`src/rtl/sldo_pkg.sv`:
```
package sldo_pkg;
  localparam int BYTES_W = 4;

  // Access size code to byte count: 0->1, 1->2, 2->4, 3->8
  function automatic logic [BYTES_W-1:0] size_to_bytes(input logic [1:0] code);
    logic [BYTES_W-1:0] b;
    case (code)
      2'd0:    b = 4'd1;
      2'd1:    b = 4'd2;
      2'd2:    b = 4'd4;
      default: b = 4'd8;
    endcase
    return b;
  endfunction
endpackage

```
`src/rtl/sldo_store_reg.sv`:
```
module sldo_store_reg #(
  parameter int OPW     = 17,
  parameter int BYTES_W = 4
) (
  input  logic               clk,
  input  logic               rst_n,
  input  logic               accept,
  input  logic               close,
  input  logic [OPW-1:0]     a_in,
  input  logic [OPW-1:0]     b_in,
  input  logic [BYTES_W-1:0] bytes_in,
  output logic [OPW-1:0]     rec_a,
  output logic [OPW-1:0]     rec_b,
  output logic [BYTES_W-1:0] rec_bytes
);
  logic [OPW-1:0]     a_nxt, b_nxt;
  logic [BYTES_W-1:0] bytes_nxt;
  logic               upd_en;

  assign upd_en = accept | close;

  // Accept wins over close: the store opens the new group.
  always_comb begin
    a_nxt     = rec_a;
    b_nxt     = rec_b;
    bytes_nxt = rec_bytes;
    if (accept) begin
      a_nxt     = a_in;
      b_nxt     = b_in;
      bytes_nxt = bytes_in;
    end else if (close) begin
      bytes_nxt = '0;
    end
  end

  always_ff @(posedge clk or negedge rst_n) begin
    if (!rst_n) begin
      rec_a     <= '0;
      rec_b     <= '0;
      rec_bytes <= '0;
    end else if (upd_en) begin
      rec_a     <= a_nxt;
      rec_b     <= b_nxt;
      rec_bytes <= bytes_nxt;
    end
  end

  assert_close_clears_R8: assert property (@(posedge clk) disable iff (!rst_n)
    (close && !accept) |=> (rec_bytes == '0));
  assert_accept_records_R10: assert property (@(posedge clk) disable iff (!rst_n)
    accept |=> (rec_bytes == $past(bytes_in)) && (rec_a == $past(a_in)) && (rec_b == $past(b_in)));
  assert_hold_when_idle_R9: assert property (@(posedge clk) disable iff (!rst_n)
    (!accept && !close) |=> $stable(rec_bytes) && $stable(rec_a) && $stable(rec_b));
endmodule

```
`src/rtl/sldo_range_cmp.sv`:
```
module sldo_range_cmp #(
  parameter int VAL_W   = 16,
  parameter int BYTES_W = 4
) (
  input  logic [VAL_W-1:0]   st_off,
  input  logic [VAL_W-1:0]   ld_off,
  input  logic [BYTES_W-1:0] st_bytes,
  input  logic [BYTES_W-1:0] ld_bytes,
  output logic               overlap
);
  localparam int EXT_W = VAL_W + 2;

  logic signed [EXT_W-1:0] so, lo, ss, ls, st_end, ld_end;

  always_comb begin
    so     = EXT_W'(signed'(st_off));
    lo     = EXT_W'(signed'(ld_off));
    ss     = signed'({{(EXT_W-BYTES_W){1'b0}}, st_bytes});
    ls     = signed'({{(EXT_W-BYTES_W){1'b0}}, ld_bytes});
    st_end = so + ss;
    ld_end = lo + ls;
    if (so < lo) overlap = (st_end > lo);
    else         overlap = (ld_end > so);
  end

  assert_same_offset_overlaps_R5: assert final (
    !((st_off == ld_off) && (ld_bytes != '0)) || overlap);
endmodule

```
`src/rtl/st_ld_overlap.sv`:
```
module st_ld_overlap #(
  parameter int VAL_W = 16,
  parameter int SZ_W  = 2
) (
  input  logic             clk,
  input  logic             rst_n,
  input  logic             st_accept,
  input  logic             grp_close,
  input  logic [VAL_W-1:0] st_a_val,
  input  logic             st_a_imm,
  input  logic [VAL_W-1:0] st_b_val,
  input  logic             st_b_imm,
  input  logic [SZ_W-1:0]  st_size,
  input  logic             ld_valid,
  input  logic [VAL_W-1:0] ld_a_val,
  input  logic             ld_a_imm,
  input  logic [VAL_W-1:0] ld_b_val,
  input  logic             ld_b_imm,
  input  logic [SZ_W-1:0]  ld_size,
  output logic             ld_hit
);
  import sldo_pkg::*;

  localparam int OPW = VAL_W + 1;

  logic [OPW-1:0]     st_a, st_b, ld_a, ld_b;
  logic [OPW-1:0]     rec_a, rec_b;
  logic [BYTES_W-1:0] rec_bytes, ld_bytes, st_bytes;
  logic               pending, same_order, swapped, shared_base, both_const;
  logic               range_ovl;

  // Operand tag: {is_constant, value}
  assign st_a     = {st_a_imm, st_a_val};
  assign st_b     = {st_b_imm, st_b_val};
  assign ld_a     = {ld_a_imm, ld_a_val};
  assign ld_b     = {ld_b_imm, ld_b_val};
  assign st_bytes = size_to_bytes(st_size);
  assign ld_bytes = size_to_bytes(ld_size);

  sldo_store_reg #(.OPW(OPW), .BYTES_W(BYTES_W)) u_rec (
    .clk      (clk),
    .rst_n    (rst_n),
    .accept   (st_accept),
    .close    (grp_close),
    .a_in     (st_a),
    .b_in     (st_b),
    .bytes_in (st_bytes),
    .rec_a    (rec_a),
    .rec_b    (rec_b),
    .rec_bytes(rec_bytes)
  );

  sldo_range_cmp #(.VAL_W(VAL_W), .BYTES_W(BYTES_W)) u_range (
    .st_off  (rec_a[VAL_W-1:0]),
    .ld_off  (ld_a_val),
    .st_bytes(rec_bytes),
    .ld_bytes(ld_bytes),
    .overlap (range_ovl)
  );

  always_comb begin
    pending     = (rec_bytes != '0);
    same_order  = (ld_a == rec_a) && (ld_b == rec_b);
    swapped     = (ld_a == rec_b) && (ld_b == rec_a);
    shared_base = (ld_b == rec_b);
    both_const  = rec_a[VAL_W] && ld_a_imm;
    ld_hit      = ld_valid && pending &&
                  (same_order || swapped || (shared_base && both_const && range_ovl));
  end

  assert_no_hit_when_empty_R7: assert property (@(posedge clk) disable iff (!rst_n)
    (rec_bytes == '0) |-> !ld_hit);
  assert_hit_needs_valid_R11: assert property (@(posedge clk) disable iff (!rst_n)
    ld_hit |-> ld_valid);
  assert_legal_size_R6: assert property (@(posedge clk) disable iff (!rst_n)
    $onehot0(rec_bytes));
  assert_empty_after_reset_R1: assert property (@(posedge clk)
    $rose(rst_n) |-> (rec_bytes == '0));
endmodule

```
`config.mk`:
```
export PLATFORM = sky130hd
export DESIGN_NAME = st_ld_overlap
export DESIGN_NICKNAME = d
export VERILOG_FILES = /design/src/rtl/sldo_pkg.sv /design/src/rtl/sldo_store_reg.sv /design/src/rtl/sldo_range_cmp.sv /design/src/rtl/st_ld_overlap.sv
export SDC_FILE = /design/constraint.sdc
export NUM_CORES = 1
export LEC_CHECK = 0
export ABC_AREA = 1
export BUFFER_PORTS_ARGS = -buffer_cell sky130_fd_sc_hd__buf_4
export CAP_MARGIN = 20
export CORE_ASPECT_RATIO = 1.1
export CORE_MARGIN = 3
export CORE_UTILIZATION = 35
export CTS_BUF_LIST = sky130_fd_sc_hd__clkbuf_8
export CTS_CLUSTER_SIZE = 10
export DETAILED_ROUTE_END_ITERATION = 10
export PLACE_DENSITY = 0.56
export SYNTH_ARGS = -nofsm -noshare
export SYNTH_HDL_FRONTEND = slang
export SYNTH_SLANG_ARGS = --single-unit
```
`constraint.sdc`:
```
create_clock -name clk -period 5.9 [get_ports clk]
set_input_delay 1.475 -clock clk [delete_from_list [all_inputs] [get_ports clk]]
set_output_delay 1.475 -clock clk [all_outputs]
set_load 0.1 [all_outputs]
```
[Word-level counts from Yosys, hierarchy flattened]
Index checks and enable logic that the tools add are counted.
Word-level totals
  output and inout port bits: 1
  bits in registers: 38
  word-level logic and storage cells: 37
  bits in writable memories: 0
  bits in latches: 0
  bits of input ports: 77
  memories: 0
  memory bits (read-only): 0
Operators by class
  multiply operators: 0
  shifts and indexed selects: 0
  add/sub/neg operators: 2
  muxes and demuxes: 5
  $lt $le $gt $ge: 3
  bitwise gates (word level): 1
  div/mod/pow operators: 0
  equality and inequality tests: 8
  reduce and logical (&&, ||, !) cells: 15
Operator list (number)
  == test 17 bit: 4
  adder 16 x 5 -> 17 bit: 2
  greater-than comparator 17 x 16 -> 1 bit: 2
  case mux 4 bit (3 select lines): 2
  less-than comparator 16 bit: 1
  two-way mux 4 bit: 2
  logical AND 1 bit: 7
  == test 2 x 1 -> 1 bit (second input constant): 2
  == test 2 bit (second input constant): 2
  logical NOT 2 bit: 2
  AND reduction 2 bit: 2
  nonzero test 4 bit: 1
  logical OR 1 bit: 2
  nonzero test 2 bit: 1
  two-way mux 1 bit: 1
  OR 1 bit: 1

[Longest topological paths before layout]
  word-level depth: 8
  mapped depth: 25
  depth with buffers taken out: 25

[Hierarchy]
From an unflattened synthesis, not the netlist that was laid out.
Unflattened totals
  cells, all modules: 753
  area total of the unflattened synthesis: 4946.0 µm²
Modules (own cells, without submodules)
  sldo_range_cmp: area each 2187.1 µm², instances 1, cells an instance 353
  sldo_store_reg: area each 1641.6 µm², instances 1, cells an instance 161
  st_ld_overlap: area each 1117.3 µm², instances 1, cells an instance 239

[Least setup slack after synthesis]
OpenSTA, ideal clock, no wires.
  path type: input port to output port
  from: input port ld_size[1]
  to: output port ld_hit
  required time: 4425 ps
  data arrival time: 5316 ps
  path buffers: 0
  slack: -891 ps
  cell stages on the path: 21
  path through: nor2_1 ha_1 inv_1 fa_1 o21ai_2 nand2_2 nor2_4 nand4_4 nor2_4 nand3_1 nand2_1 inv_1 ha_1 nand4_1 nor2_1 nand3b_1 nand3_1 nand2_1 nand3_1 nand3_1 a21oi_1
On the way
  longest elaborated chain between the ends: 8
RTL lines
  start: declaration: line st_ld_overlap.sv:19  | input logic [SZ_W-1:0] ld_size,
  == test 2 bit (tied with other cells): line sldo_pkg.sv:7  | case (code)
  case mux 4 bit (3 select lines) (*): line sldo_pkg.sv:7
  adder 16 x 5 -> 17 bit (*): line sldo_range_cmp.sv:21  | ld_end = lo + ls;
  greater-than comparator 17 x 16 -> 1 bit (*): line sldo_range_cmp.sv:23  | else overlap = (ld_end > so);
  two-way mux 1 bit (*): line sldo_range_cmp.sv:22  | if (so < lo) overlap = (st_end > lo);
  logical AND 1 bit (*): line st_ld_overlap.sv:68  | (same_order || swapped || (shared_base && both_const && range_ovl));
  logical OR 1 bit (*): line st_ld_overlap.sv:68
  logical AND 1 bit (*): line st_ld_overlap.sv:67  | ld_hit = ld_valid && pending &&
  end: declaration: line st_ld_overlap.sv:20  | output logic ld_hit
Every way passes the cells marked *; elsewhere a longest branch is shown, timed or not.

[Worst setup path in the final report]
Same ends and word-level chain as after synthesis.

==> summary.md <==
| Metric | Value |
|---|---|
| I/O pins | `78` |
| Warnings, synthesis | `0` |
| Remaining DRCs | `0` |
| Syn avg cell area | `7.040 um^2` |
| Max Cap Viol | `0` |
| R2r setup slk | `4.96 ns` |
| Layer with the highest usage | `met2` |
| Gpl congestion | `about 0.9` |
| Die Area | `13590 um^2` |
| Initial DRC Count | `approximately 150` |
| Fin crit share | `between 90% and 100%` |
| Fin. Hold Viols | `0` |
| Final WL | `roughly 13000 um` |
| Grt met2 use | `34.73%` |
| Number of I/O port buffers | `77` |
| TritonCTS clock tree | `built` |
| CP top delay family | `simple AND/OR/NAND/NOR gates` |
| Hold Path Sink | `u_rec.rec_a[16]$_DFFE_PN0P_` |
| Yosys cell types | `34` |
| Crit-path cells | `buf_8 > nor2_4 > ha_4 > inv_2 > fa_2 > o21ai_4 > nand2_2 > nor2_4 > nand4_4 > buf_4 > xor2_1 > ha_1 > nand4_1 > buf_4 > nor2_1 > a21oi_1 > nand2_1 > nand3_2 > nand3_2 > a21oi_4 > buf_12` |
| Worst EP required | `~4.4 ns` |
| Share of cells above drive strength 1 | `between 20% and 30%` |
| First-pass GRT wire length | `21170 um` |
| Slew Viols, Final | `0` |
| Grt ovf | `0` |
| Post-synth top cells | `nand2_1, inv_1, ha_1` |
| Max Freq | `0.1719 GHz` |
| Max_slew headroom | `a little under half` |
| Worst slew pin tran | `roughly 0.79 ns` |
| H-tree levels | `2` |
| Initial antenna violation count | `0` |
| Worst flop-to-flop path startpoint | `u_rec.rec_a[1]$_DFFE_PN0P_` |
| Worst VDD drop | `121.5 uV` |
| Critical path buffer and inverter count | `5` |
| Final setup violation count | `0` |
| Synth-to-Final Area Change | `27.74%` |
| Hold Crit Class | `flip-flop to flip-flop` |
| CP max FO | `3` |
| Most used DFF post-synth | `dfrtp_1` |
| EDFF count, synth | `0` |
| Nets | `roughly 840` |
| Largest net degree at the start of global routing | `63` |
| Status | `completed` |
| Critical Path Max Stage Delay | `~0.36 ns` |
| Worst Hold Depth | `2` |
| Starting density of the core | `a little over a third` |
| Post-placement cell count | `844` |
| WS Path Type | `input pin to output port` |
| Number of diodes | `0` |
| Cell area after synthesis | `~4300 um^2` |
| Met1 Usage GRT | `between 20% and 30%` |
| Drt wl/cell | `approximately 16 um` |
| P_leak | `approximately 2.8 nW` |
| Clock root cell | `clkbuf_8` |
| GRT Overall Usage | `about a fifth` |
| Cell taking the most area after synthesis | `dfrtp_1` |
| Worst Setup Start Kind | `input pin` |
| Most frequent cell after synthesis | `nand2_1` |
| CTS Buffer Depth | `2` |
| Worst Hold Launch | `u_rec.rec_a[16]$_DFFE_PN0P_` |
| Die Y | `roughly 120 um` |
| Post-Syn Instances | `between 600 and 700` |
| RSZ-0062 raised after global routing | `yes` |
| Worst-skew pair later-pin latency | `~0.29 ns` |
| Post-DP HPWL | `around 11000 um` |
| Top post-synthesis cells by area | `dfrtp_1, ha_1, nand2_1, inv_1, xor2_1` |
| Seq/Total Area, Yosys | `roughly 22%` |
| Worst Setup SP | `ld_size[1]` |
| Clock-pin slew on the worst setup and hold paths | `approximately 0.07 ns` |
| Critical Path Sink Type | `output port` |
| Setup_tns | `0 ns` |
| Cells on worst reg2reg path | `2` |
| Drt pass-1 iters | `4` |
| Clk sink count | `38` |
| Post-synth ARST share | `100.0%` |
| Worst clock skew | `0 ns` |
| Detail Route Antenna Nets | `0` |
| Vias per cell | `slightly below 5` |
| Pwr dens | `between 150 and 200 nW/um^2` |
| Worst Path Arrival | `~4.3 ns` |
| PnR Total Power | `between 0.8 and 0.9 mW` |
| Area of the core | `around 12000 um^2` |
| Final core area utilization | `a little under half` |
| Flops & latches, synth | `38` |
| CP max-delay cell | `fa_2` |
| Vias in the first global route | `4096` |
| Count of non-filler cells in the finished layout | `between 800 and 900` |
| Tmin final | `5.816 ns` |
| Grt met3 use | `under 10%` |
| Rows | `around 40` |
| CTS Buf Count | `5` |
| Post-Syn Nets | `approximately 750` |
| Die width | `~110 um` |
| Vias post-DR | `approximately 4200` |
| Crit Reg-Reg Endpoint | `u_rec.rec_a[1]$_DFFE_PN0P_` |
| Hold_ws | `0.5325 ns` |
| Synth top area share | `~22%` |
## cells by family after synthesis
group / share of synthesized area [%]
AOI/OAI and AO/OA: 9.968
xor gates and xnor gates: 12.48
buffers and inverters: 9.500
DFF: 22.22
adders and majority gates: 18.18
and+or+nand+nor: 27.65
## repair_timing
item	CTS	global route
setup endpoints to repair	1	1
buffers inserted	2	1
gates cloned	0	0
hold buffers	0	0
pin swaps	20	27
resized for setup	21	24
## where the power goes
| group | total, mW | internal (mW) | leakage (nW) | switching [mW] |
|---|---|---|---|---|
| Sequential | 0.313 | 0.283 | 0.466 | 0.0301 |
| Combinational | 0.390 | 0.170 | 2.32 | 0.220 |
| Clock | 0.178 | 0.0901 | 0.0431 | 0.0876 |
## registers in the layout, summed over array words and instances (netlist names)
register	flops
u_rec.rec_bytes	4
u_rec.rec_a	17
u_rec.rec_b	17
## layer usage
layer  share of wire [%]  wire length [um]
met1                  46              6094
met3                 3.9               521
met4                 2.1               281
met5                   0                 0
met2                  48              6493
## worst register-to-register path: stages, from the launching register on
cell	delay, ns
dfrtp_1	0.44
inv_1	0.25
o21ai_0	0.11
## through the flow
stage | setup WS (ns) | instance area (um^2)
final | 0.08363 | 5468
after global routing | -0.1372 | 5468
after CTS | -0.03452 | 5344
after detailed placement | -0.1834 | 5152
after global placement | -0.1236 | 5152
after floorplan | 0.04370 | 4294
## final cells by class
type,count,area [um^2]
fillers,1203,6228
multi-input cells,462,3117
flip-flops and latches,38,950.9
repair buffers,96,748.2
inverters,101,381.6
well taps,150,187.7
clock buffers,6,82.58
## cells in the final DEF (no fill, tap or decap), types with 10 or more instances in the layout
cell / n
a21oi_1: 19
buf_4: 93
dfrtp_1: 38
ha_1: 53
inv_1: 90
nand2_1: 155
nand3_1: 19
nand4_1: 10
nor2_1: 36
o21ai_0: 30
o22ai_1: 11
xnor2_1: 25
xor2_1: 35
## how the worst max path moves through the flow
stage | endpoint | slack (ns) | cells past startpoint
global route | ld_hit | -0.14 | 25
global placement | ld_hit | -0.12 | 22
detailed placement | ld_hit | -0.18 | 22
finish | ld_hit | 0.08 | 21
CTS | ld_hit | -0.03 | 22
floorplan | ld_hit | 0.04 | 21
No activity file was read; power rests on OpenSTA's default activity.
